$ cat src/rtl/silo_pkg.sv
package silo_pkg;
    localparam int WORD_W    = 16;
    localparam int CH_W      = 8;
    localparam int LINE_FW   = 3;
    localparam int CTL_SCAN  = 5;
    localparam int CTL_RXIE  = 6;
    localparam int CTL_ALARM = 12;

    typedef struct packed {
        logic               ovr;
        logic               ferr;
        logic               perr;
        logic [LINE_FW-1:0] line;
        logic [CH_W-1:0]    ch;
    } entry_t;

    localparam int ENTRY_W = $bits(entry_t);

    function automatic logic [WORD_W-1:0] pack_word(entry_t e);
        return {1'b1, e.ovr, e.ferr, e.perr, 1'b0, e.line, e.ch};
    endfunction
endpackage

$ cat src/rtl/silo_line_hold.sv
module silo_line_hold
    import silo_pkg::*;
#(
    parameter logic [LINE_FW-1:0] LINE_ID = '0
) (
    input  logic            clk,
    input  logic            rst_n,
    input  logic            scan_en,
    input  logic            stb,
    input  logic [CH_W-1:0] ch,
    input  logic            ferr,
    input  logic            perr,
    input  logic            grant,
    output logic            pend,
    output entry_t          ent
);
    typedef struct packed {
        logic   v;
        logic   lost;
        entry_t e;
    } hold_t;

    hold_t hold_d, hold_q;

    always_comb begin
        hold_d = hold_q;
        if (grant) hold_d.v = 1'b0;
        if (scan_en && stb) begin
            if (hold_q.v && !grant) begin
                hold_d.lost = 1'b1;
            end else begin
                hold_d.v      = 1'b1;
                hold_d.e.ovr  = hold_q.lost;
                hold_d.e.ferr = ferr;
                hold_d.e.perr = perr;
                hold_d.e.line = LINE_ID;
                hold_d.e.ch   = ch;
                hold_d.lost   = 1'b0;
            end
        end
    end

    always_ff @(posedge clk) begin
        if (!rst_n) hold_q <= '0;
        else        hold_q <= hold_d;
    end

    assign pend = hold_q.v;
    assign ent  = hold_q.e;

    // the scanner only serves a line that holds a character
    p_grant_pending_r6: assert property (@(posedge clk) disable iff (!rst_n)
        grant |-> hold_q.v);

    // a refused strobe leaves an overrun mark for the next character
    p_drop_marks_r4: assert property (@(posedge clk) disable iff (!rst_n)
        (scan_en && stb && hold_q.v && !grant) |=> hold_q.lost);
endmodule

$ cat src/rtl/silo_rr_pick.sv
module silo_rr_pick #(
    parameter int N = 8,
    localparam int LW = (N > 1) ? $clog2(N) : 1
) (
    input  logic          clk,
    input  logic          rst_n,
    input  logic [N-1:0]  req,
    input  logic          advance,
    output logic          any,
    output logic [LW-1:0] idx
);
    typedef struct packed {
        logic [LW-1:0] last;
    } rr_t;

    rr_t rr_d, rr_q;

    always_comb begin
        any = 1'b0;
        idx = '0;
        for (int k = N; k >= 1; k--) begin
            automatic int c = (int'(rr_q.last) + k) % N;
            if (req[c]) begin
                any = 1'b1;
                idx = LW'(c);
            end
        end
    end

    always_comb begin
        rr_d = rr_q;
        if (advance) rr_d.last = idx;
    end

    always_ff @(posedge clk) begin
        if (!rst_n) rr_q.last <= LW'(N - 1);
        else        rr_q <= rr_d;
    end

    // the picked line always has a request
    p_pick_valid_r6: assert property (@(posedge clk) disable iff (!rst_n)
        any |-> req[idx]);
endmodule

$ cat src/rtl/silo_fifo.sv
module silo_fifo #(
    parameter int DEPTH = 64,
    parameter int W     = 14,
    localparam int AW   = (DEPTH > 1) ? $clog2(DEPTH) : 1,
    localparam int CW   = $clog2(DEPTH + 1)
) (
    input  logic          clk,
    input  logic          rst_n,
    input  logic          push,
    input  logic          pop,
    input  logic [W-1:0]  din,
    output logic [W-1:0]  dout,
    output logic          empty,
    output logic          full,
    output logic [CW-1:0] level
);
    typedef struct packed {
        logic [AW-1:0] wp;
        logic [AW-1:0] rp;
        logic [CW-1:0] cnt;
    } ptr_t;

    ptr_t p_d, p_q;
    logic [W-1:0] mem [DEPTH];

    function automatic logic [AW-1:0] bump(logic [AW-1:0] p);
        return (int'(p) == DEPTH - 1) ? '0 : p + 1'b1;
    endfunction

    always_comb begin
        p_d = p_q;
        if (push) p_d.wp = bump(p_q.wp);
        if (pop)  p_d.rp = bump(p_q.rp);
        case ({push, pop})
            2'b10:   p_d.cnt = p_q.cnt + 1'b1;
            2'b01:   p_d.cnt = p_q.cnt - 1'b1;
            default: p_d.cnt = p_q.cnt;
        endcase
    end

    always_ff @(posedge clk) begin
        if (!rst_n) p_q <= '0;
        else        p_q <= p_d;
    end

    always_ff @(posedge clk) begin
        if (push) mem[p_q.wp] <= din;
    end

    assign dout  = mem[p_q.rp];
    assign empty = (p_q.cnt == '0);
    assign full  = (int'(p_q.cnt) == DEPTH);
    assign level = p_q.cnt;

    // nothing is written into a full silo
    p_no_overflow_r3: assert property (@(posedge clk) disable iff (!rst_n)
        full |-> !push);

    // nothing is removed from an empty silo
    p_no_underflow_r9: assert property (@(posedge clk) disable iff (!rst_n)
        empty |-> !pop);

    // a read alone lowers the fill by exactly one
    p_pop_one_r9: assert property (@(posedge clk) disable iff (!rst_n)
        (pop && !push) |=> (p_q.cnt == $past(p_q.cnt) - 1'b1));
endmodule

$ cat src/rtl/silo_rx_top.sv
module silo_rx_top
    import silo_pkg::*;
#(
    parameter int NLINES    = 8,
    parameter int DEPTH     = 64,
    parameter int ALARM_LVL = 16,
    localparam int LW       = (NLINES > 1) ? $clog2(NLINES) : 1,
    localparam int CW       = $clog2(DEPTH + 1),
    localparam int AC_W     = $clog2(ALARM_LVL + 1)
) (
    input  logic                   clk,
    input  logic                   rst_n,
    input  logic [NLINES-1:0]      rx_stb,
    input  logic [NLINES*CH_W-1:0] rx_char,
    input  logic [NLINES-1:0]      rx_ferr,
    input  logic [NLINES-1:0]      rx_perr,
    input  logic                   ctl_wr,
    input  logic [WORD_W-1:0]      ctl_wdata,
    input  logic                   buf_rd,
    output logic [WORD_W-1:0]      buf_rdata,
    output logic                   irq
);
    typedef struct packed {
        logic            scan;
        logic            rxie;
        logic            alarm;
        logic [AC_W-1:0] acnt;
    } ctl_t;

    ctl_t c_d, c_q;

    logic [NLINES-1:0] pend, grant;
    entry_t            ent [NLINES];
    logic              any, push, pop, empty, full;
    logic [LW-1:0]     pick;
    entry_t            head;
    logic [CW-1:0]     level;
    logic              unused_wbits;

    assign unused_wbits = ^ctl_wdata;

    for (genvar i = 0; i < NLINES; i++) begin : g_line
        silo_line_hold #(.LINE_ID(LINE_FW'(i))) i_hold (
            .clk     (clk),
            .rst_n   (rst_n),
            .scan_en (c_q.scan),
            .stb     (rx_stb[i]),
            .ch      (rx_char[i*CH_W +: CH_W]),
            .ferr    (rx_ferr[i]),
            .perr    (rx_perr[i]),
            .grant   (grant[i]),
            .pend    (pend[i]),
            .ent     (ent[i])
        );
        assign grant[i] = push && (int'(pick) == i);
    end

    silo_rr_pick #(.N(NLINES)) i_pick (
        .clk     (clk),
        .rst_n   (rst_n),
        .req     (pend),
        .advance (push),
        .any     (any),
        .idx     (pick)
    );

    assign push = c_q.scan && any && !full;
    assign pop  = buf_rd && !empty;

    silo_fifo #(.DEPTH(DEPTH), .W(ENTRY_W)) i_silo (
        .clk   (clk),
        .rst_n (rst_n),
        .push  (push),
        .pop   (pop),
        .din   (ent[pick]),
        .dout  (head),
        .empty (empty),
        .full  (full),
        .level (level)
    );

    always_comb begin
        c_d = c_q;
        if (ctl_wr) begin
            c_d.scan  = ctl_wdata[CTL_SCAN];
            c_d.rxie  = ctl_wdata[CTL_RXIE];
            c_d.alarm = ctl_wdata[CTL_ALARM];
        end
        if (pop)
            c_d.acnt = push ? AC_W'(1) : '0;
        else if (push && int'(c_q.acnt) < ALARM_LVL)
            c_d.acnt = c_q.acnt + 1'b1;
    end

    always_ff @(posedge clk) begin
        if (!rst_n) c_q <= '0;
        else        c_q <= c_d;
    end

    assign buf_rdata = empty ? '0 : pack_word(head);
    assign irq = c_q.rxie && (c_q.alarm ? (int'(c_q.acnt) >= ALARM_LVL) : !empty);

    // with scanning off the silo never grows
    p_scan_off_r5: assert property (@(posedge clk) disable iff (!rst_n)
        !c_q.scan |=> (level <= $past(level)));

    // an alarm interrupt implies the batch is really in the silo
    p_alarm_level_r8: assert property (@(posedge clk) disable iff (!rst_n)
        (c_q.alarm && irq) |-> (int'(level) >= ALARM_LVL));
endmodule

$ cat config.mk
export PLATFORM = sky130hd
export DESIGN_NAME = silo_rx_top
export DESIGN_NICKNAME = d
export VERILOG_FILES = /design/src/rtl/silo_pkg.sv /design/src/rtl/silo_line_hold.sv /design/src/rtl/silo_rr_pick.sv /design/src/rtl/silo_fifo.sv /design/src/rtl/silo_rx_top.sv
export SDC_FILE = /design/constraint.sdc
export NUM_CORES = 1
export LEC_CHECK = 0
export ABC_AREA = 1
export BUFFER_PORTS_ARGS = -buffer_cell sky130_fd_sc_hd__buf_2
export CELL_PAD_IN_SITES_DETAIL_PLACEMENT = 1
export CELL_PAD_IN_SITES_GLOBAL_PLACEMENT = 1
export CORE_ASPECT_RATIO = 0.9
export CORE_MARGIN = 2
export CORE_UTILIZATION = 46
export CTS_CLUSTER_DIAMETER = 80
export CTS_CLUSTER_SIZE = 20
export DETAILED_ROUTE_END_ITERATION = 8
export PLACE_DENSITY_LB_ADDON = 0.1
export REMOVE_ABC_BUFFERS = 1
export SLEW_MARGIN = 20
export SYNTH_ARGS = -nofsm -noshare
export SYNTH_HDL_FRONTEND = slang
export SYNTH_SLANG_ARGS = --single-unit
$ cat constraint.sdc
create_clock -name clk -period 5.2 [get_ports clk]
set_input_delay 0.26 -clock clk [delete_from_list [all_inputs] [get_ports clk]]
set_output_delay 0.26 -clock clk [all_outputs]
set_load 0.05 [all_outputs]
==> flow_summary_export.csv, run 1 <==
group,metric,value,unit
setup_path,max_stage_delay,0.64,ns
setup_path,end_kind,"flop",
clocking,post_cts_buffers,0,
sta,fin_skew,0.04594,ns
sta,period_share,86.86,%
grt,grt_max_degree,137,
logic_synthesis,netlist_instances,3753,
clocking,postCtsHoldBufs,96,
cells_and_area,num-nets-final,4015,
grt,top_usage_layer,"met2",
logic_synthesis,syn_avg_cell_area,11.44,um^2
clocking,cts.sinks,1043,
cells_and_area,layout-drive-gt1-share,10.09,%
sta,drv_slew,0,
grt,grt_usage,27.26,%
floorplanning,die_area,95770,um^2
power,total_power,26.40,mW
logic_synthesis,synthFlopType,"edfxtp_1",
routing,finalWirelength,131.9,mm
floorplanning,die_x,326.0,um
clocking,cts.clk_slew.worst_paths,0.09,ns
logic_synthesis,seq_area_frac_synth,69.54,%
sta,setup_tns,0,ns
clocking,cts.repair.resized,0,
clocking,cts_tree,"done",
place,detailed_place_hpwl,79.42,mm
cells_and_area,area_growth,11.52,%
setup_path,path_buf_inv,5,
setup_path,path_cells,"inv_2, ha_1, inv_1, nand3_1, nand3_1, nand2_1, inv_2, nand3_1, nand2_1, nand2_1, nand2_1, nand2_1, nand2_2, nand2_2, nand2_8, nand2_1, inv_1, nand2_1, nand2_1, o21ai_1, nand2_2, buf_4",
routing,drtIter0Drc,2527,
sta,worst_pin_slew,1.100,ns
power,p_per_area,551.6,nW/um^2
routing,viasPerCell,5.944,
grt,antenna_found_initial,4,
sta,fin_crit,4.517,ns
clocking,cts_buffer_depth,3,
routing,drc,0,
logic_synthesis,synthesis.area,42920,um^2
logic_synthesis,synth_cell_types,48,
grt,grt_pass1_wl,198.2,mm
logic_synthesis,ys_ff_latch,1043,
setup_path,path_class,"flop to flop",
sta,final-hold-violation-count,0,
floorplanning,initial_utilization,46.30,%
routing,detail-route-antenna-nets,0,
place,globalplace.congestion,0.8050,
grt,grt_use_met2,46.98,%
routing,wl_per_cell,25.51,um
logic_synthesis,yosys_warnings,0,
run,maxCapViolations,0,
setup_path,path_max_fanout,40,
power,leakage,16.46,nW
grt,gr-total-overflow,0,
routing,via_count,30740,
logic_synthesis,synth.area.top_cells,"edfxtp_1, dfxtp_1, nor2_1, o21ai_0, o221ai_1",
floorplanning,core,92710,um^2
setup_path,crit_top_cell,"nand2_1",
logic_synthesis,synth_edf_count,896,
floorplanning,std_cell_rows,106,
clocking,cts_buffers,60,
setup_path,crit_arrival,4.99,ns
setup_path,crit_required,5.68,ns
clocking,cts_root_buf,"clkbuf_16",
run_status,outcome,"finished, final reports clean",
power,vdd_drop_max,387.6,uV
sta,max-slew-margin-rel,25.88,%
floorplanning,io_pins,125,
grt,grt.met1_usage,36.81,%
logic_synthesis,yosysTopAreaCell,"edfxtp_1",
place,io_buffers,110,
logic_synthesis,synth_top_area_share,62.68,%
sta,rsz0062_at_grt,"no",
logic_synthesis,ys_async_sr_fraction,0,%
setup_path,critical_path.top_delay_family,"simple AND/OR/NAND/NOR gates",
setup_path,cp_slowest_cell,"dfxtp_1",
sta,setup_violations,0,
clocking,cts_max_level,2,
sta,max_freq,0.2214,GHz
grt,grt_pass1_vias,32400,
grt,grt_use_met3,2.764,%
clocking,worstSkewPairLatency,0.68,ns
setup_path,cp-start-kind,"flop",
floorplanning,die_h,293.8,um
min_path,hold_class,"primary input to flop",
routing,drtPass1Iterations,7,
[worst paths after layout]
| check | from | endpoint | slack (ns) | cells after the start |
|---|---|---|---|---|
| min | rst_n | g_line[7].i_hold.ent[0] | 0.11 | 3 |
| max | i_pick.rr_q[1] | i_silo.mem[26][3] | 0.68 | 22 |
| max reg2reg | i_pick.rr_q[1] | i_silo.mem[26][3] | 0.68 | 22 |
| min reg2reg | g_line[6].i_hold.hold_q[14] | g_line[6].i_hold.hold_q[14] | 0.46 | 2 |
[metal layers]
layer  wire length, um  vias to the layer above  share of wire (%)
li1                  -                    13830                  -
met1             56420                    15870                 43
met2             65240                      829                 49
met3              6674                      209                5.1
met4              3573                        2                2.7
met5                11                        -             0.0083
[cell usage after synthesis, types with 5 or more instances]
cell type,number
clkbuf_1,199
nand4_1,7
xor2_1,6
inv_2,10
o211ai_1,10
inv_1,150
nor3_1,9
buf_1,17
o21ai_0,504
a31oi_1,17
nand2_2,20
ha_1,8
o21ai_1,19
nor2_1,680
a221o_1,6
o22ai_1,52
buf_4,8
edfxtp_1,896
nand2_4,5
o221ai_1,172
o311ai_0,13
buf_6,12
nand2_1,319
dfxtp_1,147
a21oi_1,160
buf_2,24
nand3_1,246
[area by class of cell]
type | count | area [um^2]
Fill cell | 9625 | 44840
Tap cell | 1242 | 1554
Sequential cell | 1043 | 29860
Multi-Input combinational cell | 2284 | 11370
Antenna cell | 6 | 15.01
Clock inverter | 11 | 98.84
Timing Repair Buffer | 344 | 2763
Inverter | 166 | 645.6
Clock buffer | 75 | 1558
[registers in the layout (all words and copies together) (netlist names), named ones only]
register / cells
i_silo.level: 7
g_line.i_hold.pend: 8
g_line.i_hold.hold_q: 8
i_silo.mem: 896
i_silo.p_q: 12
g_line.i_hold.ent: 95
i_pick.rr_q: 3
c_q: 8
[worst register-to-register path, cell delays in order, from the launching register on]
cell and delay, ns:
dfxtp_1 0.64, inv_2 0.17, ha_1 0.43, inv_1 0.24
nand3_1 0.15, nand3_1 0.11, nand2_1 0.10, inv_2 0.09
nand3_1 0.07, nand2_1 0.10, nand2_1 0.05, nand2_1 0.06
nand2_1 0.06, nand2_2 0.07, nand2_2 0.09, nand2_8 0.14
nand2_1 0.10, inv_1 0.39, nand2_1 0.11, nand2_1 0.10
o21ai_1 0.07, nand2_2 0.63, buf_4 0.38
[metrics by stage]
step                      hold WS, ns  util (%)  worst slack, ns  cells  area, um^2
after global routing           0.1008     51.62           0.3197   5165       47850
after global placement         0.4375     48.79           0.7696   4983       45230
after detailed placement       0.4520     48.79           0.7100   4983       45230
after CTS                     0.07389     51.62           0.6991   5165       47850
final                          0.1121     51.63           0.6834   5171       47870
after floorplan                0.3807         -           -12.14   3493       41800
[cell usage in the layout (no fill, tap or decap), drive strengths merged]
| master | count |
|---|---|
| a2bb2oi | 1 |
| nand3 | 249 |
| nand2 | 346 |
| o211ai | 10 |
| nor3 | 9 |
| or2 | 1 |
| o221ai | 172 |
| o311ai | 13 |
| buf | 248 |
| clkinv | 8 |
| clkinvlp | 2 |
| nand3b | 1 |
| o22ai | 52 |
| a21oi | 164 |
| dfxtp | 147 |
| xnor2 | 4 |
| inv | 167 |
| diode | 6 |
| nor2 | 684 |
| a21boi | 3 |
| a221o | 6 |
| nand4 | 7 |
| a31oi | 17 |
| nor3b | 2 |
| edfxtp | 896 |
| xor2 | 6 |
| conb | 1 |
| ha | 8 |
| o21ai | 524 |
| clkbuf | 75 |
| nor4 | 3 |
| dlygate4sd3 | 96 |
| o21a | 1 |
[logic make-up (layout without fill, tap and decap cells)]
kind of cell / after synthesis / after routing / synth area share [%]
adder cells (fa/ha/maj): 8 / 8 / 0.2332
AND/OR/NAND/NOR: 1302 / 1302 / 12.64
other: 1 / 7 / 0.008737
XOR/XNOR: 10 / 10 / 0.2040
flip-flops: 1043 / 1043 / 69.54
AO/OA/AOI/OAI: 963 / 963 / 13.28
buffers and inverters: 426 / 596 / 4.093
[power by group]
group	leakage (nW)	internal, mW	switching, mW	total (mW)
clock network	0.801	2.12	2.71	4.83
logic	6.31	2.21	7.59	9.80
registers	9.35	11.6	0.193	11.8
(Power assumes the default switching activity.)
==> inputs of run 2 (changes only) <==
--- a/config.mk
+++ b/config.mk
@@ -11,7 +11,7 @@
 export CELL_PAD_IN_SITES_GLOBAL_PLACEMENT = 1
 export CORE_ASPECT_RATIO = 0.9
 export CORE_MARGIN = 2
-export CORE_UTILIZATION = 46
+export CORE_UTILIZATION = 45
 export CTS_CLUSTER_DIAMETER = 80
 export CTS_CLUSTER_SIZE = 20
 export DETAILED_ROUTE_END_ITERATION = 8
@@ -20,4 +20,5 @@
 export SLEW_MARGIN = 20
 export SYNTH_ARGS = -nofsm -noshare
 export SYNTH_HDL_FRONTEND = slang
+export SYNTH_HIERARCHICAL = 1
 export SYNTH_SLANG_ARGS = --single-unit
==> run 2 against run 1 <==
Compared with the run above:
- worst hold slack improved by 0.011 ns
- non-clock buffer count decreased by 9
- cell count increased by 15%
- setup slack improved by 0.096 ns
- synthesized cell count increased by 20%
- fmax increased by 2.2%
- area after synthesis increased by 8.7%
- power increased by 21%
- critical path type is now flop to output port
==> flow_summary_export.csv, run 2 <==
group,metric,value,unit
power,vdd_drop_max,1746,uV
sta,final-hold-violation-count,0,
clocking,cts_root_buf,"clkbuf_16",
place,globalplace.congestion,0.8522,
setup_path,cp-start-kind,"flop",
setup_path,end_kind,"output port",
setup_path,crit_required,4.94,ns
sta,max_freq,0.2262,GHz
logic_synthesis,synthesis.area,46680,um^2
sta,fin_crit,4.421,ns
sta,max-slew-margin-rel,24.63,%
sta,setup_violations,0,
grt,grt_usage,24.77,%
clocking,worstSkewPairLatency,0.69,ns
floorplanning,core,103300,um^2
clocking,cts_tree,"done",
logic_synthesis,syn_avg_cell_area,10.38,um^2
cells_and_area,num-nets-final,4648,
routing,drtPass1Iterations,5,
clocking,cts_buffer_depth,3,
grt,antenna_found_initial,2,
cells_and_area,mostFrequentLayoutCells,"nand2_1, edfxtp_1, nand3_1",
cells_and_area,final_common_cell,"nand2_1",
setup_path,path_max_fanout,53,
floorplanning,die_area,106300,um^2
power,total_power,32.04,mW
floorplanning,die_h,309.5,um
place,detailed_place_hpwl,76.60,mm
floorplanning,die_x,343.5,um
clocking,cts_buffers,60,
place,io_buffers,110,
clocking,cts.sinks,1043,
routing,drtIter0Drc,2265,
routing,viasPerCell,5.391,
run,maxCapViolations,0,
setup_path,path_class,"flop to output port",
floorplanning,io_pins,125,
run_status,outcome,"finished, final reports clean",
routing,detail-route-antenna-nets,0,
grt,grt_max_degree,209,
clocking,cts.clk_slew.worst_paths,0.08,ns
sta,fin_skew,0.04122,ns
cells_and_area,layout-drive-gt1-share,11.90,%
logic_synthesis,yosys_warnings,6,
sta,rsz0062_at_grt,"no",
power,p_per_area,638.8,nW/um^2
min_path,hold_class,"primary input to flop",
cells_and_area,largest-register,"i_silo/mem",
routing,finalWirelength,131.7,mm
floorplanning,std_cell_rows,112,
sta,drv_slew,0,
grt,gr-total-overflow,0,
routing,wl_per_cell,22.17,um
grt,grt_pass1_wl,199.2,mm
cells_and_area,largest_register_ff_count,896,
routing,drc,0,
floorplanning,initial_utilization,45.19,%
power,leakage,18.95,nW
logic_synthesis,netlist_instances,4497,
sta,worst_hold_slack,0.1236,ns
clocking,cts_max_level,2,
cells_and_area,area_growth,7.463,%
routing,via_count,32030,
setup_path,crit_arrival,4.16,ns
sta,worst_pin_slew,1.131,ns
grt,grt_pass1_vias,32140,
sta,period_share,85.02,%
clocking,cts.repair.resized,0,
==> run 2: cell count changes in the layout (fill, tap and decap cells not counted), sizes merged, moves of 16 or more <==
cell / previous run / this run
nand2: 346 / 1518
nand3: 249 / 904
o21ai: 524 / 17
nor2: 684 / 222
o221ai: 172 / 0
o22ai: 52 / 0
inv: 167 / 206
a21oi: 164 / 135
nand4: 7 / 31
clkbuf: 75 / 93
a31oi: 17 / 1
==> run 2: layout make-up <==
| type | count | area (um^2) |
|---|---|---|
| repair buffers | 335 | 2725 |
| fillers | 11250 | 53120 |
| inverters | 205 | 817.0 |
| clock buffers | 93 | 1688 |
| multi-input cells | 2887 | 13240 |
| clock inverters | 8 | 107.6 |
| flip-flops and latches | 1043 | 29860 |
| diodes | 2 | 5.005 |
| well taps | 1368 | 1712 |
==> run 2: final timing paths <==
check / startpoint / endpoint / slack, ns / cells after the start
max: flop / buf_rdata[14] / 0.78 / 12
min reg2reg: g_line[0].i_hold/hold_q[14] / g_line[0].i_hold/hold_q[14] / 0.46 / 2
min: rst_n / flop / 0.12 / 3
max reg2reg: i_pick/rr_q[0] / i_silo/mem[47][6] / 1.13 / 18
==> run 2: what timing repair did <==
item                                    4_1_cts  5_1_grt
hold buffers                                 98        0
setup buffers                                 0        0
endpoints found under the setup margin        0        0
endpoints found under the hold margin       100        0
==> run 2: worst max-delay path, cell delays in order (launching register included) <==
cell and delay (ns):
dfxtp_4 0.71, buf_4 0.60, buf_4 0.73, nand3_1 0.16, nand3_1 0.13, nand2_1 0.15, nand2_1 0.11, nand3_1 0.09
nand3_1 0.14, nand2_1 0.08, inv_1 0.05, nor2_1 0.09, buf_2 0.25
==> run 2: metrics by stage <==
| stage | instances | TNS, ns | setup slack [ns] | instance area (um^2) | utilization, % |
|---|---|---|---|---|---|
| after floorplan | 4135 | -105.21 | -7.519 | 43820 | - |
| after global placement | 5740 | 0 | 1.193 | 47380 | 45.87 |
| after detailed placement | 5740 | 0 | 1.110 | 47380 | 45.87 |
| after CTS | 5939 | 0 | 0.7549 | 50150 | 48.56 |
| after global routing | 5940 | 0 | 0.5489 | 50160 | 48.56 |
| final | 5941 | 0 | 0.7792 | 50160 | 48.57 |
==> run 2: layer usage <==
layer  up-vias  wire [um]  track usage [%]
met3       139       5128            2.445
met4         0       3201            6.195
met1     16130      60500            34.83
met5         -          0                0
met2       626      62890            41.35
li1      15130          -                -
==> run 2: report_power, final <==
| part | internal, mW | switching, mW | leakage, nW | total, mW |
|---|---|---|---|---|
| registers | 13.5 | 0.208 | 9.48 | 13.7 |
| logic | 2.91 | 10.4 | 8.61 | 13.3 |
| clock network | 2.30 | 2.76 | 0.860 | 5.06 |
